## config.mk

```make
export PLATFORM = sky130hd
export DESIGN_NAME = flash_lock_ctrl
export DESIGN_NICKNAME = d
export VERILOG_FILES = /design/src/rtl/flc_pkg.sv /design/src/rtl/flc_decide.sv /design/src/rtl/flc_busy_timer.sv /design/src/rtl/flc_lock_store.sv /design/src/rtl/flash_lock_ctrl.sv
export SDC_FILE = /design/constraint.sdc
export NUM_CORES = 1
export LEC_CHECK = 0
export BUFFER_PORTS_ARGS = -buffer_cell sky130_fd_sc_hd__buf_2
export CORE_MARGIN = 4
export CORE_UTILIZATION = 58
export CTS_BUF_LIST = sky130_fd_sc_hd__clkbuf_16
export DETAILED_ROUTE_END_ITERATION = 6
export GPL_TIMING_DRIVEN = 0
export PLACE_DENSITY = 0.83
export SETUP_SLACK_MARGIN = 0.15
export SYNTH_ARGS = -nofsm -noshare
export SYNTH_HDL_FRONTEND = slang
export SYNTH_SLANG_ARGS = --single-unit
```

## constraint.sdc

```tcl
create_clock -name clk -period 4.7 [get_ports clk]
set_input_delay 0.235 -clock clk [delete_from_list [all_inputs] [get_ports clk]]
set_output_delay 0.235 -clock clk [all_outputs]
set_load 0.05 [all_outputs]
```

## src/rtl/flc_pkg.sv

```systemverilog
package flc_pkg;
  localparam logic [7:0] CMD_READ_ARRAY  = 8'hFF;
  localparam logic [7:0] CMD_READ_STATUS = 8'h70;
  localparam logic [7:0] CMD_CLR_STATUS  = 8'h50;
  localparam logic [7:0] CMD_LOCK_SETUP  = 8'h60;
  localparam logic [7:0] CMD_ERASE_SETUP = 8'h20;
  localparam logic [7:0] CMD_PROG_SETUP  = 8'h40;
  localparam logic [7:0] CMD_CONFIRM     = 8'hD0;
  localparam logic [7:0] CMD_SET_BLOCK   = 8'h01;
  localparam logic [7:0] CMD_SET_MASTER  = 8'hF1;

  localparam int ERR_W = 7;
  localparam logic [ERR_W-1:0] E_ERASE = 7'h20;
  localparam logic [ERR_W-1:0] E_PROG  = 7'h10;
  localparam logic [ERR_W-1:0] E_VPP   = 7'h08;
  localparam logic [ERR_W-1:0] E_LOCK  = 7'h02;

  typedef enum logic [2:0] {
    ST_ARRAY, ST_STATUS, ST_LOCK_SU, ST_ERASE_SU, ST_PROG_SU, ST_BUSY
  } flc_state_e;

  typedef enum logic [2:0] {
    OP_NONE, OP_ERASE, OP_PROG, OP_SETB, OP_SETM, OP_CLRALL
  } flc_op_e;
endpackage

```

## src/rtl/flc_decide.sv

```systemverilog
module flc_decide
  import flc_pkg::*;
(
  input  flc_state_e            state,
  input  logic [7:0]            cmd,
  input  logic                  blk_locked,
  input  logic                  master,
  input  logic                  vpp_ok,
  input  logic                  ovr,
  output flc_op_e               op,
  output logic [ERR_W-1:0]      err
);
  always_comb begin
    op  = OP_NONE;
    err = '0;
    case (state)
      ST_LOCK_SU: begin
        case (cmd)
          CMD_CONFIRM: begin
            if (!vpp_ok)              err = E_VPP | E_ERASE;
            else if (master && !ovr)  err = E_LOCK | E_ERASE;
            else                      op  = OP_CLRALL;
          end
          CMD_SET_BLOCK: begin
            if (!vpp_ok)              err = E_VPP | E_PROG;
            else if (master && !ovr)  err = E_LOCK | E_PROG;
            else                      op  = OP_SETB;
          end
          CMD_SET_MASTER: begin
            if (!vpp_ok)              err = E_VPP | E_PROG;
            else if (!ovr)            err = E_LOCK | E_PROG;
            else                      op  = OP_SETM;
          end
          default:                    err = E_PROG | E_ERASE;
        endcase
      end
      ST_ERASE_SU: begin
        if (cmd != CMD_CONFIRM)           err = E_PROG | E_ERASE;
        else if (!vpp_ok)                 err = E_VPP | E_ERASE;
        else if (blk_locked && !ovr)      err = E_LOCK | E_ERASE;
        else                              op  = OP_ERASE;
      end
      ST_PROG_SU: begin
        if (!vpp_ok)                      err = E_VPP | E_PROG;
        else if (blk_locked && !ovr)      err = E_LOCK | E_PROG;
        else                              op  = OP_PROG;
      end
      default: ;
    endcase
  end
endmodule

```

## src/rtl/flc_busy_timer.sv

```systemverilog
module flc_busy_timer #(
  parameter int BUSY_CYC = 8
) (
  input  logic clk,
  input  logic rst,
  input  logic start,
  input  logic abort,
  output logic done
);
  localparam int CNT_W = (BUSY_CYC > 1) ? $clog2(BUSY_CYC + 1) : 1;
  localparam logic [CNT_W-1:0] LOAD = CNT_W'(BUSY_CYC - 1);

  logic [CNT_W-1:0] cnt_q;
  logic             active_q;

  assign done = active_q && (cnt_q == '0);

  always_ff @(posedge clk) begin
    if (rst) begin
      active_q <= 1'b0;
      cnt_q    <= '0;
    end else if (start) begin
      active_q <= 1'b1;
      cnt_q    <= LOAD;
    end else if (active_q) begin
      if (abort || done) active_q <= 1'b0;
      else               cnt_q    <= cnt_q - 1'b1;
    end
  end
endmodule

```

## src/rtl/flc_lock_store.sv

```systemverilog
module flc_lock_store #(
  parameter int NUM_BLOCKS = 16,
  parameter int BLK_W      = 4
) (
  input  logic                  clk,
  input  logic                  rst,
  input  logic                  set_en,
  input  logic [BLK_W-1:0]      set_blk,
  input  logic                  clr_all,
  input  logic                  set_master,
  input  logic                  mark_indet,
  output logic [NUM_BLOCKS-1:0] locks,
  output logic                  master,
  output logic                  indet
);
  for (genvar g = 0; g < NUM_BLOCKS; g++) begin : g_lock
    always_ff @(posedge clk) begin
      if (rst)                                     locks[g] <= 1'b0;
      else if (clr_all)                            locks[g] <= 1'b0;
      else if (set_en && set_blk == BLK_W'(g))     locks[g] <= 1'b1;
    end
  end

  always_ff @(posedge clk) begin
    if (rst) begin
      master <= 1'b0;
      indet  <= 1'b0;
    end else begin
      if (set_master) master <= 1'b1;
      if (mark_indet)   indet <= 1'b1;
      else if (clr_all) indet <= 1'b0;
    end
  end
endmodule

```

## src/rtl/flash_lock_ctrl.sv

```systemverilog
module flash_lock_ctrl
  import flc_pkg::*;
#(
  parameter int NUM_BLOCKS = 16,
  parameter int BUSY_CYC   = 8,
  localparam int BLK_W     = (NUM_BLOCKS > 1) ? $clog2(NUM_BLOCKS) : 1
) (
  input  logic                  clk,
  input  logic                  rst,
  input  logic                  wr_en,
  input  logic [7:0]            wr_cmd,
  input  logic [BLK_W-1:0]      wr_blk,
  input  logic                  vcc_ok,
  input  logic                  vpp_ok,
  input  logic                  rp_low,
  input  logic                  rp_ovr,
  output logic                  ready,
  output logic [7:0]            status,
  output logic                  rd_status_mode,
  output logic [NUM_BLOCKS-1:0] lock_bits,
  output logic                  master_lock,
  output logic                  lock_indet
);
  flc_state_e        state_q, state_d;
  flc_op_e           op_q, dec_op;
  logic [BLK_W-1:0]  blk_q;
  logic [ERR_W-1:0]  err_q, err_d, dec_err;
  logic              ready_q, ready_d, mode_q;
  logic              tmr_start, tmr_done, busy_abort, finish;

  flc_decide u_decide (
    .state(state_q), .cmd(wr_cmd), .blk_locked(lock_bits[wr_blk]),
    .master(master_lock), .vpp_ok(vpp_ok), .ovr(rp_ovr),
    .op(dec_op), .err(dec_err)
  );

  assign busy_abort = (state_q == ST_BUSY) && (!vcc_ok || !vpp_ok || rp_low);
  assign finish     = (state_q == ST_BUSY) && tmr_done && !busy_abort;
  assign tmr_start  = (state_d == ST_BUSY) && (state_q != ST_BUSY);

  flc_busy_timer #(.BUSY_CYC(BUSY_CYC)) u_timer (
    .clk(clk), .rst(rst), .start(tmr_start), .abort(busy_abort), .done(tmr_done)
  );

  flc_lock_store #(.NUM_BLOCKS(NUM_BLOCKS), .BLK_W(BLK_W)) u_store (
    .clk(clk), .rst(rst),
    .set_en(finish && op_q == OP_SETB), .set_blk(blk_q),
    .clr_all(finish && op_q == OP_CLRALL),
    .set_master(finish && op_q == OP_SETM),
    .mark_indet(busy_abort && op_q == OP_CLRALL),
    .locks(lock_bits), .master(master_lock), .indet(lock_indet)
  );

  always_comb begin
    state_d = state_q;
    err_d   = err_q;
    ready_d = ready_q;
    case (state_q)
      ST_ARRAY, ST_STATUS: begin
        if (wr_en) begin
          case (wr_cmd)
            CMD_READ_ARRAY:  state_d = ST_ARRAY;
            CMD_READ_STATUS: state_d = ST_STATUS;
            CMD_CLR_STATUS:  err_d   = '0;
            CMD_LOCK_SETUP:  state_d = ST_LOCK_SU;
            CMD_ERASE_SETUP: state_d = ST_ERASE_SU;
            CMD_PROG_SETUP:  state_d = ST_PROG_SU;
            default: ;
          endcase
        end
      end
      ST_LOCK_SU, ST_ERASE_SU, ST_PROG_SU: begin
        if (wr_en) begin
          err_d = err_q | dec_err;
          if (dec_op != OP_NONE) begin
            state_d = ST_BUSY;
            ready_d = 1'b0;
          end else begin
            state_d = ST_STATUS;
          end
        end
      end
      ST_BUSY: begin
        if (busy_abort || tmr_done) begin
          state_d = ST_STATUS;
          ready_d = 1'b1;
        end
      end
      default: state_d = ST_ARRAY;
    endcase
  end

  always_ff @(posedge clk) begin
    if (rst) begin
      state_q <= ST_ARRAY;
      err_q   <= '0;
      ready_q <= 1'b1;
      mode_q  <= 1'b0;
      op_q    <= OP_NONE;
      blk_q   <= '0;
    end else begin
      state_q <= state_d;
      err_q   <= err_d;
      ready_q <= ready_d;
      mode_q  <= (state_d != ST_ARRAY);
      if (tmr_start) begin
        op_q  <= dec_op;
        blk_q <= wr_blk;
      end
    end
  end

  assign ready          = ready_q;
  assign status         = {ready_q, err_q};
  assign rd_status_mode = mode_q;
endmodule

```

* Word level (Yosys, flattened, before mapping)
Cells that the tools add are included.
Cells by class: add/subtract/negate cells 1, $mul 0, divide/modulo/power cells 0, order comparisons 1, equality and inequality tests 41, shift-type cells 0, muxes and demuxes 50, bitwise logic cells 2, reduce and logical (&&, ||, !) cells 51
Operators by type and width (count):
- two-way mux 7 bit | 9
- two-way mux 3 bit | 15
- one-hot mux 7 bit (3 select lines) | 2
- equality test 4 bit, second input constant | 8
- equality test 8 x 7 -> 1 bit, second input constant | 4
- logical AND 1 bit | 27
- one-hot mux 3 bit (3 select lines) | 3
- equality test 8 bit, second input constant | 3
- equality test 4 x 3 -> 1 bit, second input constant | 4
- equality test 3 bit, second input constant | 5
- two-way mux 5 bit | 3
- one-hot mux 3 bit (5 select lines) | 1
- one-hot mux 7 bit (2 select lines) | 1
- two-way mux 6 bit | 2
- two-way mux 1 bit | 10
- equality test 3 x 2 -> 1 bit, second input constant | 3
- equality test 4 x 2 -> 1 bit, second input constant | 2
- equality test 8 x 1 -> 1 bit, second input constant | 1
- equality test 8 x 6 -> 1 bit, second input constant | 1
- zero test 4 bit | 2
- inequality test 2 bit, second input constant | 4
- inequality test 8 bit, second input constant | 1
- AND reduction 4 bit | 2
- nonzero test 2 bit | 4
- 18 further kinds | 29
Word-level totals: bits in registers 42, latch bits 0, RAM bits 0, ROM bits 0, bits of input ports 19, output and inout port bits 28, word-level logic and storage cells 173, memories 0

* Logic depth before layout (Yosys ltp)
Gate-level depths: netlist of the first run.
depth after elaboration 15, mapped depth 7, depth with buffers taken out 7

* Hierarchy
Synthesis of the first run repeated with hierarchy kept, for this count alone.
Second synthesis, totals: cell total of the unflattened synthesis 258, area total of the unflattened synthesis 2382.3 um^2
By module, submodules not included:
- flash_lock_ctrl | times used 1, cells each 121, area an instance 1119.8 um^2, seq. area each 380.4 um^2
- flc_lock_store | times used 1, cells each 54, area an instance 661.9 um^2, seq. area each 360.3 um^2
- flc_decide | times used 1, cells each 51, area an instance 326.6 um^2, seq. area each 0.0 um^2
- flc_busy_timer | times used 1, cells each 32, area an instance 274.0 um^2, seq. area each 100.1 um^2

* Worst setup path before layout of the first run
OpenSTA, ideal clock, no wires.
path kind reg2reg, from register u_store.locks[11], to register op_q[1], setup time 0.121 ns, arrival time 2.774 ns, required time 4.579 ns, path slack 1.805 ns, stages on the path, launching flop included 7, buffers on the path 0, cells stage by stage dfxtp_1 > mux4_1 > mux4_2 > a221oi_2 > o41ai_2 > a211oi_4 > mux2_4
Between the ends: cells in the longest elaborated chain, start to end 13
Ends and longest elaborated chain:
- start: declaration | RTL line flc_lock_store.sv:12 | output logic [NUM_BLOCKS-1:0] locks,
- start signal: indexed assignment | RTL line flc_lock_store.sv:18 | if (rst) locks[g] <= 1'b0;
- start signal: indexed assignment | RTL line flc_lock_store.sv:19 | else if (clr_all) locks[g] <= 1'b0;
- start signal: indexed assignment | RTL line flc_lock_store.sv:20 | else if (set_en && set_blk == BLK_W'(g)) locks[g] <= 1'b1;
- binary-select mux 1 bit (select 4 bit) (*) | RTL line flash_lock_ctrl.sv:32 | .state(state_q), .cmd(wr_cmd), .blk_locked(lock_bits[wr_blk]),
- two-way mux 1 bit (not written as such) (*) | RTL line flash_lock_ctrl.sv:32
- logical AND 1 bit (*) | RTL line flc_decide.sv:40, flc_decide.sv:45
- two-way mux 1 bit | RTL line flc_decide.sv:40 | else if (blk_locked && !ovr) err = E_LOCK | E_ERASE;
- two-way mux 3 bit | RTL line flc_decide.sv:39 | else if (!vpp_ok) err = E_VPP | E_ERASE;
- two-way mux 3 bit | RTL line flc_decide.sv:38 | if (cmd != CMD_CONFIRM) err = E_PROG | E_ERASE;
- one-hot mux 3 bit (3 select lines) (*) | RTL line flc_decide.sv:16 | case (state)
- nonzero test 3 bit | RTL line flash_lock_ctrl.sv:75 | if (dec_op != OP_NONE) begin
- two-way mux 3 bit | RTL line flash_lock_ctrl.sv:75
- two-way mux 3 bit | RTL line flash_lock_ctrl.sv:73 | if (wr_en) begin
- one-hot mux 3 bit (3 select lines) | RTL line flash_lock_ctrl.sv:58 | case (state_q)
- equality test 3 bit | RTL line flash_lock_ctrl.sv:39 | assign tmr_start = (state_d == ST_BUSY) && (state_q != ST_BUSY);
- logical AND 1 bit | RTL line flash_lock_ctrl.sv:39
- end signal: assignment | RTL line flash_lock_ctrl.sv:107 | op_q <= dec_op;
- end: declaration | RTL line flash_lock_ctrl.sv:25 | flc_op_e op_q, dec_op;
Every way passes the cells marked *; elsewhere a longest branch is shown, timed or not. The select of a mux whose other input is x is not followed. A chain may end at the register's enable or synchronous reset.

* Final worst setup path of the first run
from register u_store.locks[10], to register op_q[1]
Same word-level chain as after synthesis.

==> results of run 1 <==
==> how the worst max path moves through the flow <==
stage	cells past startpoint	from	slack (ns)	endpoint
floorplan	6	u_store.locks[11]$_SDFFE_PP0P_	1.80	op_q[1]$_SDFFE_PP0P_
global placement	7	wr_blk[1]	1.61	op_q[1]$_SDFFE_PP0P_
detailed placement	7	wr_blk[1]	1.62	op_q[1]$_SDFFE_PP0P_
CTS	6	u_store.locks[10]$_SDFFE_PP0P_	1.70	op_q[1]$_SDFFE_PP0P_
global route	6	u_store.locks[8]$_SDFFE_PP0P_	1.60	op_q[1]$_SDFFE_PP0P_
finish	6	u_store.locks[10]$_SDFFE_PP0P_	1.69	op_q[1]$_SDFFE_PP0P_
==> power groups by stage <==
stage | Combinational [uW] | Sequential (uW) | Clock [uW]
final | 50.4 | 331 | 374
after global routing | 54.9 | 331 | 393
after CTS | 49.2 | 331 | 376
after detailed placement | 48.8 | 338 | 0
after global placement | 48.4 | 338 | 0
after floorplan | 32.0 | 339 | 0
==> sequential cells by signal, summed over array words and instances, names as in the netlist <==
register          cells
u_store.locks        16
ready                 1
blk_q                 4
u_store.master        1
op_q                  3
err_q                 4
u_timer.cnt_q         4
u_store.indet         1
rd_status_mode        1
u_timer.active_q      1
state_q               3
==> critical path, stage by stage (launching register included) <==
cell	delay (ns)
dfxtp_1	0.31
mux4_1	0.52
mux4_2	0.54
a221oi_2	0.39
o41ai_2	0.21
a211oi_4	0.57
mux2_4	0.34
==> metrics by stage <==
stage          setup slack [ns]  util (%)  instances
2_1_floorplan              1.80         -        258
3_3_place_gp               1.61      67.4        344
3_5_place_dp               1.62      67.4        344
4_1_cts                    1.70      71.8        352
5_1_grt                    1.60      71.8        352
6_report                   1.69      71.8        352
==> placed cells by master, fill, tap and decap left out, types with 7 or more instances in the layout <==
master,n
nand2_1,8
nor2_1,31
nor3_1,7
clkbuf_1,14
buf_2,38
inv_1,8
nand2b_1,11
a31oi_1,11
dfxtp_1,39
a21oi_1,24
nor4_1,8
==> cells by family (layout without fill, tap and decap cells) <==
logic type	Yosys count	count (layout)	share of synthesized area, %
simple gates	103	103	25.6
compound gates	69	69	22.0
flops	39	39	35.4
buf+inv	26	72	5.10
mux	12	12	9.07
xor+xnor	4	4	1.59
fa+ha+maj	2	2	1.13
other cells	1	3	0.170
==> routing by layer <==
metal  part of all wire [%]  routed length, um
met1                     43               2450
met5                      0                  0
met2                     47               2680
met4                    1.1                 65
met3                    8.2                462
==> final cells by class <==
| type | count | area [sq um] |
|---|---|---|
| clock buffers | 5 | 125 |
| repair buffers | 38 | 190 |
| plain buffers | 18 | 82.6 |
| fillers | 292 | 1030 |
| flip-flops and latches | 39 | 781 |
| clock inverters | 3 | 38.8 |
| well taps | 48 | 60.1 |
| multi-input cells | 193 | 1320 |
| inverters | 8 | 30.0 |
==> results.sh, run 1 <==
export IMPL_status="finished clean"
export IMPL_drive_above_1_share_pct=20.4
export IMPL_die_w_um=69.7
export IMPL_use_met2_pct=38.6
export IMPL_initial_core_util_pct=60.3
export IMPL_r2r_end="op_q[1]$_SDFFE_PP0P_"
export IMPL_busiest_layer="met2"
export IMPL_worstPathArrival_ns=3.18
export IMPL_p_comb_share_pct=6.7
export IMPL_cts_root_buf="clkbuf_16"
export IMPL_seqPwrFrac_pct=43.8
export IMPL_fmax_ghz=0.332
export IMPL_clockBufferDepth=2
export IMPL_p_switching_uw=160
export IMPL_dr_pass1_iters=4
export IMPL_ir_drop_mv=0.239
export IMPL_intPower_uw=595
export IMPL_hold_end="blk_q[0]$_SDFFE_PP0P_"
export IMPL_synth_area_sq_um=2210
export IMPL_yosys_top_cells_count="39 x dfxtp_1, 31 x nor2_1, 24 x a21oi_1"
export IMPL_path_clk_slew_ns=0.06
export IMPL_dieArea_sq_um=4860
export IMPL_post_route_drc_count=0
export IMPL_boundaryPins=47
export IMPL_rsz0062_at_grt="false"
export IMPL_synth_edff_count=0
export IMPL_whs_path_depth=3
export IMPL_synth_distinct_cells=57
export IMPL_gp_congestion=0.923
export IMPL_grt_pass1_wl_um=9300
export IMPL_drtIter0Drc=150
export IMPL_post_route_period_util_pct=64.1
export IMPL_final_setup_skew_ns=0.00722
export IMPL_wl_per_cell_um=16.1
export IMPL_power_leakage_uw=0.00103
export IMPL_finalPower_uw=755
export IMPL_ys_warn_count=0
export IMPL_worstReg2RegStart="u_store.locks[10]$_SDFFE_PP0P_"
export IMPL_vias_per_cell=6.22
export IMPL_cts_setup_buffers=0
export IMPL_cts_hold_buf=0
export IMPL_grt_antenna_before_repair=0
export IMPL_clk_latency_ns=0.28
export IMPL_syn_instance_count=256
export IMPL_min_path_type="in -> reg"
export IMPL_syn2layout_area_growth_pct=19.1
export IMPL_worstSetupEndpointType="register"
export IMPL_met1_usage_pct=31.4
export IMPL_syn_area_per_cell_sq_um=8.63
export IMPL_start_kind="register"
export IMPL_post_cts_resized=0
export IMPL_synth_ff_type="dfxtp_1"
export IMPL_slew_viol_final=0
export IMPL_synth_area_leaders="dfxtp_1 35%, a21oi_1 5.4%, nor2_1 5.3%"
export IMPL_slew_headroom_pct=45.2
export IMPL_required_ns=4.87
export IMPL_core_area_sq_um=3660
export IMPL_hold_viol=0
export IMPL_row_count=22
export IMPL_power_density_nw_per_um2=287
export IMPL_met3_usage_pct=4.78
export IMPL_grt_ovfl_total=0
export IMPL_placed_area_sq_um=2470
export IMPL_portBuffers=38
export IMPL_maxCapViolCount=0
export IMPL_async_flop_share_pct=0
export IMPL_die_y_um=69.7
export IMPL_clock_power_share_pct=49.5
export IMPL_tightestPinTransition_ns=0.815
export IMPL_setup_tns_ns=0
export IMPL_yosys_area_top_type_share_pct=35.4
export IMPL_hold_slack_ns=0.236
export IMPL_yosysSeqAreaShare_pct=35.4
export IMPL_layout_nets=324
export IMPL_crit_type="reg -> reg"
export IMPL_synth_top_area_cell="dfxtp_1"
export IMPL_grt_pass1_vias=2000
export IMPL_switching_share_pct=21.2
export IMPL_wl_um=5660
export IMPL_cts_sinks=39
export IMPL_ant_nets=0
export IMPL_grt_util_all_layers_pct=23.6
export IMPL_crit_fanout=8
export IMPL_ff2ff_setup_slack_ns=1.69
export IMPL_cts_buffers=5
export IMPL_tritoncts="built"
export IMPL_period_minus_slack_ns=3.01
export IMPL_vias=2188
export IMPL_final_area_sq_um=2630
export IMPL_yosysMostFrequentCell="dfxtp_1"
export IMPL_antenna_cells=0
export IMPL_r2r_worst_path_cells=6
export IMPL_setup_viol=0
export IMPL_hp_start="wr_blk[0]"
export IMPL_detailed_place_hpwl_um=3970
export IMPL_synth_seq_cells=39
export IMPL_cts_max_level=2
export IMPL_grt_max_degree=13
No activity file was read; power rests on OpenSTA's default activity.
==> run 2, diff against run 1 <==
--- a/config.mk
+++ b/config.mk
@@ -7,11 +7,11 @@
 export LEC_CHECK = 0
 export BUFFER_PORTS_ARGS = -buffer_cell sky130_fd_sc_hd__buf_2
 export CORE_MARGIN = 4
-export CORE_UTILIZATION = 58
+export CORE_UTILIZATION = 49
 export CTS_BUF_LIST = sky130_fd_sc_hd__clkbuf_16
 export DETAILED_ROUTE_END_ITERATION = 6
 export GPL_TIMING_DRIVEN = 0
-export PLACE_DENSITY = 0.83
+export PLACE_DENSITY = 0.75
 export SETUP_SLACK_MARGIN = 0.15
 export SYNTH_ARGS = -nofsm -noshare
 export SYNTH_HDL_FRONTEND = slang
==> constraint.sdc (replaced) <==
create_clock -name clk -period 2.6 [get_ports clk]
set_input_delay 0.13 -clock clk [delete_from_list [all_inputs] [get_ports clk]]
set_output_delay 0.13 -clock clk [all_outputs]
set_load 0.05 [all_outputs]
==> run 2 against run 1 <==
Against the previous run:
- the flow now finishes with violations (negative setup slack)
- clock-buffer cell count unchanged
- first-iteration DRC count up 21%
- utilization down 8.1 points
- sequential cell count unchanged
- clock skew down 0.0043 ns
- setup slack worse by 1.7 ns
- final cell count up 2.6%
- routed wire length down 0.78%
- via count down 3.4%
- combinational power up 85%
- critical path depth up 2
- worst hold slack worse by 0.10 ns
- critical path type unchanged
- critical endpoint is now blk_q[1]$_SDFFE_PP0P_
==> results.sh, run 2 (same netlist as run 1, synthesis figures left out) <==
export IMPL_path_buf_inv=2
export IMPL_grt_util_all_layers_pct=21.0
export IMPL_clockBufferDepth=2
export IMPL_drtIter0Drc=181
export IMPL_grt_pass1_wl_um=9230
export IMPL_wl_um=5620
export IMPL_rsz0062_at_grt="true"
export IMPL_fill_cells=371
export IMPL_crit_fanout=6
export IMPL_vias_per_cell=5.85
export IMPL_r2r_end="blk_q[1]$_SDFFE_PP0P_"
export IMPL_dr_pass1_iters=4
export IMPL_power_density_nw_per_um2=449
export IMPL_status="complete, but fails checks"
export IMPL_finalNonFillerCells=361
export IMPL_vias=2113
export IMPL_period_minus_slack_ns=2.63
export IMPL_crit_family="compound AO/OA/AOI/OAI gates"
export IMPL_largest_register="u_store.locks"
export IMPL_final_setup_skew_ns=0.00289
export IMPL_multiInputGateArea_sq_um=1390
export IMPL_grt_antenna_before_repair=0
export IMPL_gp_congestion=0.895
export IMPL_grt_ovfl_total=0
export IMPL_hp_start="wr_blk[0]"
export IMPL_worstSetupEndpointType="register"
export IMPL_antenna_cells=0
export IMPL_dp_cells=348
export IMPL_clk_latency_ns=0.28
export IMPL_boundaryPins=47
export IMPL_worstReg2RegStart="state_q[2]$_SDFF_PP0_"
export IMPL_fmax_ghz=0.380
export IMPL_setup_tns_ns=-0.0875
export IMPL_portBuffers=38
export IMPL_r2r_worst_path_cells=8
export IMPL_hold_viol=0
export IMPL_initial_core_util_pct=50.7
export IMPL_fin_util_pct=63.7
export IMPL_slew_headroom_pct=47.6
export IMPL_final_common_cell="buf_2"
export IMPL_whs_path_depth=3
export IMPL_post_route_period_util_pct=101
export IMPL_layout_nets=329
export IMPL_cts_max_level=2
export IMPL_largest_register_ffs=16
export IMPL_detailed_place_hpwl_um=4040
export IMPL_grt_max_degree=12
export IMPL_critPathMaxStageDelay_ns=0.65
export IMPL_path_depth=8
export IMPL_ff2ff_setup_slack_ns=-0.03
export IMPL_ant_nets=0
export IMPL_min_path_type="in -> reg"
export IMPL_post_route_drc_count=0
export IMPL_path_clk_slew_ns=0.06
export IMPL_tritoncts="built"
export IMPL_row_count=24
export IMPL_core_area_sq_um=4350
export IMPL_die_y_um=75.1
export IMPL_violations="negative setup slack"
export IMPL_power_leakage_uw=0.00106
export IMPL_grt_pass1_vias=1952
export IMPL_register_area_sq_um=833
export IMPL_slowest_stage="a2111oi_1"
export IMPL_crit_chain="nand2b_1, or3_1, clkbuf_1, a2111oi_1, o41ai_4, a211oi_4, buf_4, mux2i_1"
export IMPL_dp_slack_ns=-0.433
export IMPL_crit_type="reg -> reg"
export IMPL_die_w_um=75.1
export IMPL_cts_sinks=39
export IMPL_dieArea_sq_um=5650
export IMPL_slew_viol_final=0
export IMPL_cts_buffers=5
export IMPL_maxCapViolCount=0
export IMPL_wl_per_cell_um=15.6
export IMPL_tightestPinTransition_ns=0.784
export IMPL_final_cell_mix="38 x buf_2, 31 x nor2_1, 23 x dfxtp_1"
export IMPL_drive_above_1_share_pct=31.4
export IMPL_hold_end="blk_q[0]$_SDFFE_PP0P_"
export IMPL_required_ns=2.81
export IMPL_cts_hold_buf=0
export IMPL_cts_root_buf="clkbuf_16"
export IMPL_setup_viol=4
export IMPL_worstPathArrival_ns=2.84
export IMPL_start_kind="register"
export IMPL_setup_ws_ns=-0.0286
export IMPL_ir_drop_mv=0.479
export IMPL_syn2layout_area_growth_pct=25.6
[run 2: cell count changes in the layout (fill, tap and decap cells not counted), sizes merged]
cell	before	now
clkbuf	19	18
clkinv	2	1
buf	42	48
inv	8	10
bufinv	1	0
[run 2: routing by layer]
layer,vias to the layer above,wire (um),GRT usage [%]
met4,0,53,5.44
met3,8,300,4.01
met2,64,2630,32.1
met5,-,0,0
li1,1048,-,-
met1,993,2640,30.6
[run 2: cell type report]
cell class	instances	share of cell area, %
clock buffer	5	4.51
timing repair buffer	44	8.75
inverter	8	1.08
buffer	17	2.89
tap	52	2.35
multi-input combinational	193	49.9
clock inverter	3	0.451
sequential	39	30.0
[run 2: how the worst max path moves through the flow]
stage                                         from                     to  slack, ns
floorplan           u_store.locks[15]$_SDFFE_PP0P_   op_q[1]$_SDFFE_PP0P_      -0.12
global placement                         wr_cmd[1]   op_q[1]$_SDFFE_PP0P_      -0.44
detailed placement                       wr_cmd[1]   op_q[1]$_SDFFE_PP0P_      -0.43
CTS                 u_store.locks[14]$_SDFFE_PP0P_  blk_q[1]$_SDFFE_PP0P_      -0.01
global route                 state_q[2]$_SDFF_PP0_  blk_q[2]$_SDFFE_PP0P_      -0.15
finish                       state_q[2]$_SDFF_PP0_  blk_q[1]$_SDFFE_PP0P_      -0.03
[run 2: worst register-to-register path: cells and delay by family, from the launching register on]
| kind | cells | cell delay, ns |
|---|---|---|
| AO/OA/AOI/OAI | 3 | 1.18 |
| buffers and inverters | 2 | 0.38 |
| flip-flops | 1 | 0.32 |
| multiplexers | 1 | 0.18 |
| AND/OR/NAND/NOR | 2 | 0.50 |
[run 2: stage by stage]
step | power, uW | hold slack, ns | instance area [sq um]
global route | 1300 | 0.136 | 2770
floorplan | 657 | 0.286 | 2270
global placement | 687 | 0.420 | 2520
finish | 1240 | 0.132 | 2770
CTS | 1260 | 0.128 | 2730
detailed placement | 688 | 0.421 | 2520
[run 2: what timing repair did]
item	4_1_cts	5_1_grt
hold endpoints to repair	0	0
resized for setup	7	9
endpoints found under the setup margin	13	27
buffers inserted	5	1
pin swaps	2	2
[run 2: power by group]
part	total, uW	switching (uW)	internal [uW]
registers	585	0.203	585
clock network	567	221	346
logic	93.4	62.6	30.9
